<file path="src/rtl/wdt_pkg.sv">
package wdt_pkg;
   typedef enum logic {
      WDT_IDLE  = 1'b0,
      WDT_ARMED = 1'b1
   } wdt_state_e;

   localparam int WDT_CAUSE_BIT_DEF = 1;
endpackage

</file>
<file path="src/rtl/wdt_arm_latch.sv">
module wdt_arm_latch
   import wdt_pkg::*;
#(
   parameter int CNT_W = 16
)(
   input  logic             clk,
   input  logic             srst_n,
   input  logic             wr_en,
   input  logic [CNT_W-1:0] wr_data,
   input  logic             expire_now,
   output logic             armed,
   output logic             load,
   output logic [CNT_W-1:0] load_val
);
   wdt_state_e       state_q;
   logic [CNT_W-1:0] tmo_q;
   logic             data_nz;

   assign data_nz  = |wr_data;
   assign armed    = (state_q == WDT_ARMED);
   // a write reloads when armed; a nonzero write arms when idle
   assign load     = wr_en && (armed || data_nz);
   assign load_val = armed ? tmo_q : wr_data;

   always_ff @(posedge clk or negedge srst_n) begin
      if (!srst_n) begin
         state_q <= WDT_IDLE;
         tmo_q   <= '0;
      end else if (load && !armed) begin
         state_q <= WDT_ARMED;
         tmo_q   <= wr_data;
      end else if (expire_now) begin
         state_q <= WDT_IDLE;
         tmo_q   <= '0;
      end
   end
endmodule

</file>
<file path="src/rtl/wdt_down_counter.sv">
module wdt_down_counter #(
   parameter int CNT_W = 16
)(
   input  logic             clk,
   input  logic             srst_n,
   input  logic             armed,
   input  logic             load,
   input  logic [CNT_W-1:0] load_val,
   output logic             expire_now,
   output logic             pulse_o
);
   localparam logic [CNT_W-1:0] ONE = CNT_W'(1);

   logic [CNT_W-1:0] cnt_q;

   // expiry happens on the edge that would move the count from one to zero
   assign expire_now = armed && !load && (cnt_q == ONE);

   always_ff @(posedge clk or negedge srst_n) begin
      if (!srst_n) begin
         cnt_q   <= '0;
         pulse_o <= 1'b0;
      end else begin
         pulse_o <= expire_now;
         if (load)
            cnt_q <= load_val;
         else if (armed && cnt_q != '0)
            cnt_q <= cnt_q - ONE;
      end
   end
endmodule

</file>
<file path="src/rtl/wdt_cause_flag.sv">
module wdt_cause_flag #(
   parameter int CNT_W = 16
)(
   input  logic             clk,
   input  logic             por_n,
   input  logic             wr_en,
   input  logic [CNT_W-1:0] wr_data,
   input  logic             expire_now,
   output logic             cause
);
   always_ff @(posedge clk or negedge por_n) begin
      if (!por_n)
         cause <= 1'b0;
      else if (expire_now)
         cause <= 1'b1;
      else if (wr_en && wr_data == '0)
         cause <= 1'b0;
   end
endmodule

</file>
<file path="src/rtl/wdt_latched_top.sv">
module wdt_latched_top #(
   parameter int CNT_W     = 16,
   parameter int STAT_W    = 8,
   parameter int CAUSE_BIT = wdt_pkg::WDT_CAUSE_BIT_DEF
)(
   input  logic              clk,
   input  logic              por_n,
   input  logic              rst_n,
   input  logic              wr_en,
   input  logic [CNT_W-1:0]  wr_data,
   output logic              wdog_rst_o,
   output logic [STAT_W-1:0] sys_status_o
);
   generate
      if (CNT_W < 2 || CNT_W > 32) begin : g_bad_w
         $error("CNT_W out of range");
      end
      if (CAUSE_BIT < 0 || CAUSE_BIT >= STAT_W) begin : g_bad_bit
         $error("CAUSE_BIT outside status word");
      end
   endgenerate

   logic             srst_n;
   logic             armed;
   logic             load;
   logic             expire_now;
   logic             cause;
   logic [CNT_W-1:0] load_val;

   assign srst_n = rst_n & por_n;

   wdt_arm_latch #(.CNT_W(CNT_W)) u_arm (
      .clk(clk), .srst_n(srst_n), .wr_en(wr_en), .wr_data(wr_data),
      .expire_now(expire_now), .armed(armed), .load(load), .load_val(load_val)
   );

   wdt_down_counter #(.CNT_W(CNT_W)) u_cnt (
      .clk(clk), .srst_n(srst_n), .armed(armed), .load(load),
      .load_val(load_val), .expire_now(expire_now), .pulse_o(wdog_rst_o)
   );

   wdt_cause_flag #(.CNT_W(CNT_W)) u_cause (
      .clk(clk), .por_n(por_n), .wr_en(wr_en), .wr_data(wr_data),
      .expire_now(expire_now), .cause(cause)
   );

   generate
      for (genvar i = 0; i < STAT_W; i++) begin : g_stat
         if (i == CAUSE_BIT) begin : g_c
            assign sys_status_o[i] = cause;
         end else begin : g_z
            assign sys_status_o[i] = 1'b0;
         end
      end
   endgenerate
endmodule

</file>
<file path="config.mk">
export PLATFORM = sky130hd
export DESIGN_NAME = wdt_latched_top
export DESIGN_NICKNAME = d
export VERILOG_FILES = /design/src/rtl/wdt_pkg.sv /design/src/rtl/wdt_arm_latch.sv /design/src/rtl/wdt_down_counter.sv /design/src/rtl/wdt_cause_flag.sv /design/src/rtl/wdt_latched_top.sv
export SDC_FILE = /design/constraint.sdc
export NUM_CORES = 1
export LEC_CHECK = 0
export BUFFER_PORTS_ARGS = -buffer_cell sky130_fd_sc_hd__buf_2
export CORE_MARGIN = 2
export CORE_UTILIZATION = 45
export DETAILED_ROUTE_END_ITERATION = 6
export PLACE_DENSITY_LB_ADDON = 0.1
export RECOVER_POWER = 100
export SYNTH_ARGS = -nofsm -noshare
export SYNTH_HDL_FRONTEND = slang
export SYNTH_SLANG_ARGS = --single-unit
</file>
<file path="constraint.sdc">
create_clock -name clk -period 2.4 [get_ports clk]
set_input_delay 0.36 -clock clk [delete_from_list [all_inputs] [get_ports clk]]
set_output_delay 0.36 -clock clk [all_outputs]
set_load 0.05 [all_outputs]
</file>
Word level (Yosys, flattened, before mapping)
Index checks and enable logic that the tools add are counted.
{"block": "op_classes", "n_reduce_logical": 15, "n_mux": 9, "bitwise_logic": 1, "n_addsub": 1, "eq_ne": 1}
{"cell": "2-to-1 mux 16 bit", "count": 5}
{"cell": "equality test 16 x 1 -> 1 bit (second input constant)", "count": 1}
{"cell": "zero test 16 bit", "count": 1}
{"cell": "nonzero test 16 bit", "count": 1}
{"cell": "OR reduction 16 bit", "count": 1}
{"cell": "subtractor 16 x 1 -> 16 bit (second input constant)", "count": 1}
{"cell": "logical AND 1 bit", "count": 6}
{"cell": "nonzero test 2 bit", "count": 3}
{"cell": "2-to-1 mux 1 bit", "count": 4}
{"cell": "zero test 1 bit", "count": 2}
{"cell": "bitwise AND 1 bit", "count": 1}
{"cell": "logical OR 1 bit", "count": 1}
{"block": "word_totals", "word_cells": 32, "ff_bits": 35, "in_bits": 20, "out_inout_bits": 9}

Longest topological paths before layout
{"block": "logic_depth", "depth_word": 8, "ltp_mapped": 8, "mapped_depth_nobuf": 7}

By module
From an unflattened synthesis, not the netlist that was laid out.
{"block": "unflattened", "cells_unflattened": 208, "hier_area_um2": 2134.5}
{"mod": "wdt_down_counter", "cells_per_inst": 122, "area_per_inst_um2": 1092.3, "seq_area_each_um2": 425.4, "n_inst": 1}
{"mod": "wdt_arm_latch", "cells_per_inst": 68, "area_per_inst_um2": 899.6, "seq_area_each_um2": 425.4, "n_inst": 1}
{"mod": "wdt_cause_flag", "cells_per_inst": 8, "area_per_inst_um2": 72.6, "seq_area_each_um2": 25.0, "n_inst": 1}
{"mod": "wdt_latched_top", "cells_per_inst": 10, "area_per_inst_um2": 70.1, "seq_area_each_um2": 0.0, "n_inst": 1}

Least setup slack after synthesis
OpenSTA, ideal clock, no wires.
{"block": "synth_path", "path_kind": "register -> register", "from": "register u_cnt.cnt_q[0]", "to": "register u_cnt.cnt_q[7]", "arrival_ns": 1.773, "t_required_ns": 2.279, "setup_ns": 0.121, "stages_incl_launch_ff": 9, "synth_period_minus_slack_ns": 1.894, "n_path_buf": 1, "path_slack_ns": 0.506, "path_cell_list": "dfrtp_1 -> inv_1 -> ha_1 -> nor3b_2 -> nand2_2 -> o31ai_4 -> buf_6 -> nand2_1 -> a22o_1"}
{"block": "synth_via", "elab_chain_len": 3, "elab_cells_between_ends": 6, "classes_between": "add/sub: 1; mux: 2; reduce/logical: 3"}
{"item": "from (decl)", "line": "wdt_down_counter.sv:14", "source": "logic [CNT_W-1:0] cnt_q;"}
{"item": "from (signal assigned)", "line": "wdt_down_counter.sv:26", "source": "cnt_q <= load_val;"}
{"item": "from (signal assigned)", "line": "wdt_down_counter.sv:28", "source": "cnt_q <= cnt_q - ONE;"}
{"item": "subtractor 16 x 1 -> 16 bit or nonzero test 16 bit (tied branches)", "line": "wdt_down_counter.sv:28, wdt_down_counter.sv:27"}
{"item": "2-to-1 mux 16 bit or logical AND 1 bit (tied branches)", "line": "wdt_down_counter.sv:27", "source": "else if (armed && cnt_q != '0)"}
{"item": "2-to-1 mux 16 bit or nonzero test 2 bit (tied branches)"}
Parallel ways exist; a longest one is shown, timed or not. The select of a mux whose other input is x is not followed.
A chain may end at the register's enable or synchronous reset.

Worst setup path in the final report
{"block": "layout_path", "from": "register u_cnt.cnt_q[0]", "to": "register u_cnt.cnt_q[0]"}
Same word-level chain as after synthesis.

==> results_dict.tcl <==
set metrics [dict create \
    hold_path_class "in2reg" \
    synth-seq-area-share_pct 40.6 \
    antenna_left 0 \
    cts_buffers 5 \
    multi_input_area_um2 1150 \
    antenna_found_initial 0 \
    critPathKind "reg2reg" \
    period_needed_ns 2.17 \
    synth_top_area_share_pct 40.6 \
    hold_viol_final 0 \
    whs_ns 0.325 \
    viasPerCell 5.95 \
    status "complete, no violations" \
    cts-hold-fix-buffers 1 \
    ir_worst_vdd_mv 0.438 \
    ios 29 \
    worstPathArrival_ns 2.33 \
    setup_ws_ns 0.231 \
    synth_area_um2 2160 \
    clockBufferDepth 2 \
    cts_sinks 35 \
    drt_first_pass_iters 4 \
    dr_total_vias 1815 \
    async_reset_ff_share_pct 100 \
    grt_pass1_vias 1714 \
    portBuffers 21 \
    post_cts_buffers 0 \
    grt_pass1_wl_mm 8.79 \
    yosys.area.top_type "dfrtp_1" \
    cts_tree "done" \
    clk_latency_ns 0.29 \
    area_growth_pct 11.1 \
    hpwlAfterDp_mm 3.81 \
    regArea_um2 876 \
    synth_edf_count 0 \
    syn_area_per_cell_um2 9.59 \
    netlist_top_cells_area "dfrtp_1 41%, a22o_1 6.1%, nand2_1 4.5%, nor4_4 3.0%, buf_4 2.8%" \
    critPathLaunch "u_cnt.cnt_q[0]" \
    r2r_start "u_cnt.cnt_q[0]" \
    finClkSkew_ns 0.00614 \
    power_density_nw_per_um2 1120 \
    relSlewSlack_pct 41.3 \
    nets 272 \
    cts-htree-levels 2 \
    min_from "wr_data[12]" \
    dieHeight_um 73.2 \
    start_util_pct 46.3 \
    grtUsageTotal_pct 21.5 \
    fin_crit_sh_pct 90.4 \
    totalWireLength_mm 5.27 \
    drt-initial-drc-count 139 \
    final_core_util_pct 51.4 \
    maxSlewViolCount 0 \
    diodes 0 \
    crit_fanout 7 \
    leakage_nw 1.08 \
    synth_cell_type_count 58 \
    fin_area_um2 2400 \
    gp_congestion 0.806 \
    drcViolationCount 0 \
    design.core.area_um2 4660 \
    max_freq_ghz 0.461 \
    fin_setup_tns_ns 0 \
    cts_root_buf "clkbuf_8" \
    critPathLaunchType "flop" \
    path_clk_slew_ns 0.07 \
    setup_viol 0 \
    synthCells 225 \
    num_rows 25 \
    yosysWarnings 0 \
    maxCapViolCount 0 \
    wl_per_cell_um 17.3 \
    cp.required_ns 2.56 \
    worst-slew-pin-transition_ns 0.880 \
    drive_above_1_share_pct 20.7 \
    dpl_cell_area_um2 2320 \
    crit_path_end_kind "flop" \
    place_worst_setup_slack_ns 0.217 \
    synth_flop_cell "dfrtp_1" \
    dieArea_um2 5360 \
    grt_max_degree 35 \
    fill_cells 431 \
    ys_ff_latch 35 \
    dieWidth_um 73.2 \
    rsz0062_at_grt "false" \
    grt.overflow.total 0 \
    cts_resized 0 \
]
## report_power, final
part | switching (W) | internal, W
Combinational | 0.000626 | 0.000523
Clock | 0.000216 | 0.000204
Sequential | 0.000262 | 0.000841
## kinds of logic after synthesis
| group | Yosys count | synth area share (%) |
|---|---|---|
| AOI/OAI and AO/OA | 74 | 26.1 |
| xor gates and xnor gates | 1 | 0.406 |
| adders and majority gates | 2 | 1.16 |
| buffers and inverters | 26 | 6.55 |
| DFF | 35 | 40.6 |
| muxes | 7 | 3.54 |
| other | 1 | 0.174 |
| and+or+nand+nor | 79 | 21.5 |
## through the flow
stage	power, W	instances
floorplan	0.00200	231
global placement	0.00226	296
detailed placement	0.00227	296
CTS	0.00270	305
global route	0.00286	305
finish	0.00267	305
## state kept, by name, summed over array words and instances, names as in the netlist
signal and cells:
u_cause.cause 1, u_cnt.cnt_q 16, u_arm.tmo_q 16, u_cnt.pulse_o 1
u_arm.armed 1
## layout by cell type, fill, tap and decap left out, types with 3 or more instances in the layout
cell type / n
conb_1: 7
nand3_1: 5
nor4_1: 8
a2bb2oi_1: 3
a21oi_1: 6
a22oi_1: 4
clkbuf_8: 5
o22a_1: 5
nand4_1: 3
dfrtp_1: 35
clkbuf_1: 7
o311ai_0: 3
buf_4: 8
inv_1: 5
mux2_2: 5
a22o_1: 15
a31oi_1: 5
nor2_1: 14
nand2_1: 27
nor3_1: 5
o21ai_0: 10
buf_2: 17
o22ai_1: 4
nor4_4: 3
## worst paths after layout
path                                    to  slack [ns]  depth (start not counted)
setup / recovery            u_cnt.cnt_q[0]        0.23                          7
hold / removal             u_arm.tmo_q[12]        0.32                          2
setup reg to reg            u_cnt.cnt_q[0]        0.23                          7
hold reg to reg            u_arm.tmo_q[14]        0.50                          1
max in group asynchronous  u_arm.tmo_q[14]        0.88                          4
min in group asynchronous   u_cnt.cnt_q[3]        0.37                          3
## synth_stat cells, drive strengths merged (2+ instances only)
library cell and count:
a211oi 2, a21oi 7, a22o 15, a22oi 4
a2bb2oi 3, a31oi 5, a32oi 2, and2 2
buf 15, clkbuf 6, dfrtp 35, ha 2
inv 5, mux2 5, mux2i 2, nand2 29
nand3 5, nand4 3, nor2 14, nor3 6
nor4 12, o21ai 13, o22a 5, o22ai 4
o311ai 3, o31ai 2
## layout make-up
type                       count  area share (%)
clock buffer                   7            3.19
clock inverter                 1           0.209
inverter                       5           0.783
multi-input combinational    170            48.1
timing repair buffer          33            8.30
sequential                    35            36.6
tap                           54            2.82
## per-layer routing
metal	share of wire [%]	GRT usage, %	vias up
met3	3.2	4.56	9
met5	0	0	-
met1	53	33.2	881
met4	1.3	5.97	0
li1	-	-	889
met2	43	30.0	36
## worst max-delay path: stages (launching register included)
cell and delay, ns:
dfrtp_1 0.43, inv_1 0.13, ha_1 0.22, nor3b_2 0.38, nand2_2 0.13, o31a_1 0.36
nor2_1 0.26, a22oi_1 0.13
No activity file was read; power rests on OpenSTA's default activity.
